===== config.mk =====
export PLATFORM = sky130hd
export DESIGN_NAME = nor_cmd_seq
export DESIGN_NICKNAME = d
export VERILOG_FILES = /design/src/rtl/nor_cmd_pkg.sv /design/src/rtl/nor_cmd_match.sv /design/src/rtl/nor_cmd_fsm.sv /design/src/rtl/nor_id_codes.sv /design/src/rtl/nor_cmd_seq.sv
export SDC_FILE = /design/constraint.sdc
export NUM_CORES = 1
export LEC_CHECK = 0
export ABC_AREA = 1
export BUFFER_PORTS_ARGS = -buffer_cell sky130_fd_sc_hd__buf_2
export CELL_PAD_IN_SITES_DETAIL_PLACEMENT = 1
export CELL_PAD_IN_SITES_GLOBAL_PLACEMENT = 1
export CORE_MARGIN = 8
export CORE_UTILIZATION = 20
export CTS_BUF_LIST = sky130_fd_sc_hd__clkbuf_4 sky130_fd_sc_hd__clkbuf_8 sky130_fd_sc_hd__clkbuf_16
export DETAILED_ROUTE_END_ITERATION = 7
export PLACE_DENSITY_LB_ADDON = 0.1
export SYNTH_ARGS = -nofsm -noshare
export SYNTH_HDL_FRONTEND = slang
export SYNTH_HIERARCHICAL = 1
export SYNTH_SLANG_ARGS = --single-unit

===== constraint.sdc =====
create_clock -name clk -period 1.44 [get_ports clk]
set_input_delay 0.288 -clock clk [delete_from_list [all_inputs] [get_ports clk]]
set_output_delay 0.288 -clock clk [all_outputs]
set_load 0.03 [all_outputs]

===== src/rtl/nor_cmd_pkg.sv =====
package nor_cmd_pkg;
   typedef enum logic [3:0] {
      S_ARRAY, S_UNL1, S_UNL2, S_IDENT,
      S_ESET, S_EUNL1, S_EUNL2, S_ERASE
   } seq_state_e;

   localparam logic [1:0] MODE_ARRAY  = 2'd0;
   localparam logic [1:0] MODE_IDENT  = 2'd1;
   localparam logic [1:0] MODE_STATUS = 2'd2;

   localparam logic [7:0] BYTE_UNL1  = 8'hAA;
   localparam logic [7:0] BYTE_UNL2  = 8'h55;
   localparam logic [7:0] BYTE_IDENT = 8'h90;
   localparam logic [7:0] BYTE_SETUP = 8'h80;
   localparam logic [7:0] BYTE_CHIP  = 8'h10;
   localparam logic [7:0] BYTE_RESET = 8'hF0;

   typedef struct packed {
      logic unl1;
      logic unl2;
      logic ident;
      logic setup;
      logic chip;
      logic rst;
   } cmd_hit_t;
endpackage


===== src/rtl/nor_cmd_match.sv =====
module nor_cmd_match
   import nor_cmd_pkg::*;
#(
   parameter int ADDR_W = 18,
   parameter int CMD_AW = 11
) (
   input  logic [ADDR_W-1:0] addr,
   input  logic [7:0]        data,
   output cmd_hit_t          hit
);
   localparam logic [CMD_AW-1:0] ADR_A = CMD_AW'(12'h555);
   localparam logic [CMD_AW-1:0] ADR_B = CMD_AW'(12'h2AA);

   generate
      if (CMD_AW < 11 || CMD_AW > ADDR_W) begin : g_bad_aw
         $error("nor_cmd_match: CMD_AW must be within 11..ADDR_W");
      end
   endgenerate

   logic [CMD_AW-1:0] low;
   logic              at_a, at_b;

   always_comb begin
      low       = addr[CMD_AW-1:0];
      at_a      = (low == ADR_A);
      at_b      = (low == ADR_B);
      hit.unl1  = at_a && (data == BYTE_UNL1);
      hit.unl2  = at_b && (data == BYTE_UNL2);
      hit.ident = at_a && (data == BYTE_IDENT);
      hit.setup = at_a && (data == BYTE_SETUP);
      hit.chip  = at_a && (data == BYTE_CHIP);
      hit.rst   = (data == BYTE_RESET);
   end
endmodule


===== src/rtl/nor_cmd_fsm.sv =====
module nor_cmd_fsm
   import nor_cmd_pkg::*;
(
   input  logic       clk,
   input  logic       rst_n,
   input  logic       wr_stb,
   input  cmd_hit_t   hit,
   input  logic       eng_done,
   input  logic       eng_fail,
   output seq_state_e st_q,
   output logic       erase_go,
   output logic       erase_abort
);
   seq_state_e st_d;
   logic       go_d, abort_d, abort_now;

   assign abort_now = wr_stb && hit.rst && eng_fail;

   always_comb begin
      st_d    = st_q;
      go_d    = 1'b0;
      abort_d = 1'b0;
      if (st_q == S_ERASE) begin
         if (eng_done) begin
            st_d = S_ARRAY;
         end else if (abort_now) begin
            st_d    = S_ARRAY;
            abort_d = 1'b1;
         end
      end else if (wr_stb) begin
         if (hit.rst) begin
            st_d = S_ARRAY;
         end else begin
            st_d = S_ARRAY;
            unique case (st_q)
               S_ARRAY, S_IDENT: if (hit.unl1) st_d = S_UNL1;
               S_UNL1:           if (hit.unl2) st_d = S_UNL2;
               S_UNL2: begin
                  if (hit.ident)      st_d = S_IDENT;
                  else if (hit.setup) st_d = S_ESET;
               end
               S_ESET:           if (hit.unl1) st_d = S_EUNL1;
               S_EUNL1:          if (hit.unl2) st_d = S_EUNL2;
               S_EUNL2: if (hit.chip) begin
                  st_d = S_ERASE;
                  go_d = 1'b1;
               end
               default:          st_d = S_ARRAY;
            endcase
         end
      end
   end

   always_ff @(posedge clk) begin
      if (!rst_n) begin
         st_q        <= S_ARRAY;
         erase_go    <= 1'b0;
         erase_abort <= 1'b0;
      end else begin
         st_q        <= st_d;
         erase_go    <= go_d;
         erase_abort <= abort_d;
      end
   end


   erase_go_single_chk: assert property (@(posedge clk) disable iff (!rst_n)
      erase_go |=> !erase_go);

   erase_go_busy_chk: assert property (@(posedge clk) disable iff (!rst_n)
      erase_go |-> st_q == S_ERASE);

   busy_hold_chk: assert property (@(posedge clk) disable iff (!rst_n)
      (st_q == S_ERASE && !eng_done && !abort_now) |=> st_q == S_ERASE);

   abort_needs_fail_chk: assert property (@(posedge clk) disable iff (!rst_n)
      erase_abort |-> ($past(eng_fail) && st_q == S_ARRAY));

   pulse_excl_chk: assert property (@(posedge clk) disable iff (!rst_n)
      $onehot0({erase_go, erase_abort}));
endmodule


===== src/rtl/nor_id_codes.sv =====
module nor_id_codes #(
   parameter bit BOOT_TOP = 1'b1
) (
   input  logic [1:0] sel,
   input  logic       sect_prot,
   output logic [7:0] id_byte
);
   localparam logic [7:0] MFR_BYTE = 8'hC2;
   logic [7:0] dev_byte;

   generate
      if (BOOT_TOP) begin : g_top
         assign dev_byte = 8'hB0;
      end else begin : g_bottom
         assign dev_byte = 8'h34;
      end
   endgenerate

   always_comb begin
      unique case (sel)
         2'b00:   id_byte = MFR_BYTE;
         2'b01:   id_byte = dev_byte;
         2'b10:   id_byte = {7'd0, sect_prot};
         default: id_byte = 8'h00;
      endcase
   end
endmodule


===== src/rtl/nor_cmd_seq.sv =====
module nor_cmd_seq
   import nor_cmd_pkg::*;
#(
   parameter int ADDR_W   = 18,
   parameter int CMD_AW   = 11,
   parameter bit BOOT_TOP = 1'b1
) (
   input  logic              clk,
   input  logic              rst_n,
   input  logic              wr_stb,
   input  logic [ADDR_W-1:0] wr_addr,
   input  logic [7:0]        wr_data,
   input  logic [ADDR_W-1:0] rd_addr,
   input  logic [7:0]        array_rdata,
   input  logic              sect_prot,
   input  logic [7:0]        eng_status,
   input  logic              eng_done,
   input  logic              eng_fail,
   output logic              erase_go,
   output logic              erase_abort,
   output logic [1:0]        rd_mode,
   output logic [7:0]        rd_data
);
   generate
      if (ADDR_W < 2) begin : g_bad_addr
         $error("nor_cmd_seq: ADDR_W must be at least 2");
      end
   endgenerate

   cmd_hit_t   hit;
   seq_state_e st_q;
   logic [7:0] id_byte;

   nor_cmd_match #(.ADDR_W(ADDR_W), .CMD_AW(CMD_AW)) u_match (
      .addr (wr_addr),
      .data (wr_data),
      .hit  (hit)
   );

   nor_cmd_fsm u_fsm (
      .clk         (clk),
      .rst_n       (rst_n),
      .wr_stb      (wr_stb),
      .hit         (hit),
      .eng_done    (eng_done),
      .eng_fail    (eng_fail),
      .st_q        (st_q),
      .erase_go    (erase_go),
      .erase_abort (erase_abort)
   );

   nor_id_codes #(.BOOT_TOP(BOOT_TOP)) u_id (
      .sel       (rd_addr[1:0]),
      .sect_prot (sect_prot),
      .id_byte   (id_byte)
   );

   always_comb begin
      unique case (st_q)
         S_IDENT: rd_mode = MODE_IDENT;
         S_ERASE: rd_mode = MODE_STATUS;
         default: rd_mode = MODE_ARRAY;
      endcase
   end

   always_comb begin
      unique case (rd_mode)
         MODE_IDENT:  rd_data = id_byte;
         MODE_STATUS: rd_data = eng_status;
         default:     rd_data = array_rdata;
      endcase
   end


   mode_stable_chk: assert property (@(posedge clk) disable iff (!rst_n)
      (!wr_stb && st_q != S_ERASE) |=> $stable(rd_mode));

   ident_entry_chk: assert property (@(posedge clk) disable iff (!rst_n)
      (st_q != S_IDENT && !(st_q == S_UNL2 && wr_stb && hit.ident)) |=> st_q != S_IDENT);
endmodule


==> flow_summary_export.csv <==
group,metric,value,unit
synth,syn_area,931,um^2
placement,dp_slack,-0.190,ns
die,die_y,84.2,um
sta,setup_viol,9,
synth,ys_ff_latch,5,
routing,ant_nets,0,
sta,rsz0062_at_grt,"true",
setup_path,critPathTopFamily,"flip-flops",
clock_network,cts.sinks,5,
sta,finalHoldViolCount,0,
clock_network,h-tree-depth,1,
power,leakagePower,0.909,nW
setup_path,required,1.15,ns
routing,remaining_drc_errors,0,
die,ioPinCount,78,
synth,synth_cells,188,
layout,area_growth,85.6,%
grt,grt_pass1_wl,5.91,mm
setup_path,critPathMaxFanout,6,
die,core_region_area,0.00460,mm^2
die,dieWidth,84.2,um
die,initial_core_util,20.2,%
placement,place_congestion,0.710,
power,peakVddDrop,0.778,mV
clock_network,cts_tree,"done",
grt,antenna_found_initial,0,
sta,slew_viol_final,0,
setup_path,cp_slowest_cell,"dfxtp_2",
setup_path,cp-start-kind,"flop",
routing,num_vias,1325,
routing,drt_pre_antenna_iters,4,
synth,yosysTopAreaCell,"nand2_1",
setup_path,critPathArrivalTime,1.59,ns
grt,grt_overflow,0,
sta,fin_ws,-0.439,ns
synth,synth_edf_count,0,
power,p_per_area,366,mW/mm^2
synth,synth_top_area_share,31.0,%
grt,globalRouteTotalUtil,9.40,%
flow_run,drv_cap,0,
synth,synth.most_common_cell,"nand2_1",
routing,drt_iter0_drc,11,
synth,synth_commonest_cells,"77 x nand2_1, 28 x inv_1, 26 x nor2_1",
sta,timing.hold.ws,0.248,ns
min_path,worstHoldStart,"eng_done",
synth,synthArstFlopShare,0,%
clock_network,cts-buffers-inserted,3,
sta,fmax,532,MHz
setup_path,cp-startpoint,"u_fsm/st_q[0]$_SDFFE_PN0P_",
placement,port_buffers,54,
run_status,status,"finished, violations left",
setup_path,reg2reg_from,"u_fsm/st_q[0]$_SDFFE_PN0P_",
min_path,hold_class,"primary input to flop",
sta,worst_clock_skew,0.00123,ns
routing,vias_per_cell,4.25,
grt,grt_pass1_vias,1384,
layout,antenna_cells,0,
run_status,failed_checks,"negative setup slack",
setup_path,critPathMaxStageDelay,0.35,ns
die,die-area,0.00709,mm^2
die,fp-row-count,25,
setup_path,path_buf_inv,3,
synth,synth_area_leaders,"nand2_1 31%, inv_1 11%, dfxtp_1 11%, nor2_1 10%, nand3_1 6.5%",
routing,finalWirelength,3.53,mm
routing,wl_per_cell,11.3,um
sta,min_period_over_period,130,%
clock_network,ctsRootBufferMaster,"clkbuf_8",
synth,synth_cell_types,20,
synth,syn_area_per_cell,4.95,um^2
setup_path,worstSetupPathType,"flop to output pin",
synth,ys_seq_area_share,10.8,%
sta,final.min_clock_period,1.88,ns
synth,ys.flop_type,"dfxtp_1",
grt,grt_max_degree,10,
layout,drive_gt1_share,55.0,%
clock_network,path_clk_slew,0.04,ns
placement,dp_hpwl,2.87,mm
layout,fin_util,37.6,%
synth,ys_warn_count,6,
setup_path,crit_chain,"nand2_4 > nor2_4 > inv_2 > ha_4 > buf_6 > nand2_2 > nand2_4 > buf_6",
clock_network,clock_latency,0.22,ns
layout,finalNetCount,328,
setup_path,end_kind,"output pin",
clock_network,max-clock-path-buffers,2,
placed cells by master (no fill, tap or decap), types with 3 or more instances in the layout:
cell      instances
a21oi_1           3
buf_2            44
buf_4            19
buf_6            10
clkbuf_8          3
conb_1            3
ha_4              3
inv_1            24
inv_2             4
nand2_1          47
nand2_2          22
nand2_4          12
nand3_1          11
nand4_1           4
nor2_1           19
nor2_2            9
nor2_4            4
through the flow:
step	instances	power, W	cell area [um^2]	setup TNS [ns]
finish	312	0.000632	1730	-3.76
floorplan	189	0.000236	1090	-0.818
detailed placement	303	0.000323	1460	-2.08
global placement	303	0.000321	1460	-2.12
CTS	307	0.000619	1540	-3.59
global route	312	0.000672	1730	-4.53
registers in the layout, summed over array words and instances, names as in the netlist:
signal	cells
u_fsm/st_q	3
u_fsm/erase_go	1
u_fsm/erase_abort	1
what timing repair did:
action / CTS / global route
setup endpoints to repair: 9 / 13
buffers inserted: 0 / 6
pin swaps: 0 / 31
hold buffers: 0 / 0
gates resized for setup: 10 / 48
endpoints found under the hold margin: 0 / 0
layout make-up:
| cell class | instances | area, um^2 |
|---|---|---|
| Clock buffer | 4 | 48.8 |
| Fill cell | 615 | 2870 |
| Inverter | 30 | 124 |
| Multi-Input combinational cell | 146 | 903 |
| Sequential cell | 5 | 109 |
| Tap cell | 54 | 67.6 |
| Timing Repair Buffer | 73 | 475 |
where the power goes:
| part | switching [W] | internal (W) |
|---|---|---|
| Combinational | 0.000114 | 0.000101 |
| Sequential | 0.0000000000493 | 0.000136 |
| Clock | 0.0000716 | 0.000209 |
path summary, 6_finish.rpt:
path                                                      to  slack [ns]  depth (start not counted)
worst min register to register    u_fsm/st_q[1]$_SDFFE_PN0P_        0.66                          3
worst max-delay path                              rd_data[7]       -0.44                          8
worst min-delay path            u_fsm/erase_abort$_SDFF_PP0_        0.25                          2
worst max register to register    u_fsm/st_q[0]$_SDFFE_PN0P_        0.15                          9
logic make-up after synthesis:
kind of cell,after synthesis,share of synthesized area (%)
simple gates,137,63.3
compound gates,3,1.61
other cells,2,0.807
fa+ha+maj,3,4.03
buf+inv,38,19.5
flops,5,10.8
layer usage:
metal  GRT usage (%)  wire [um]
met1            11.3       1610
met2            16.5       1740
met3            2.42        162
met4            1.41         13
met5               0          0
Power figures use the tool's default switching activity.
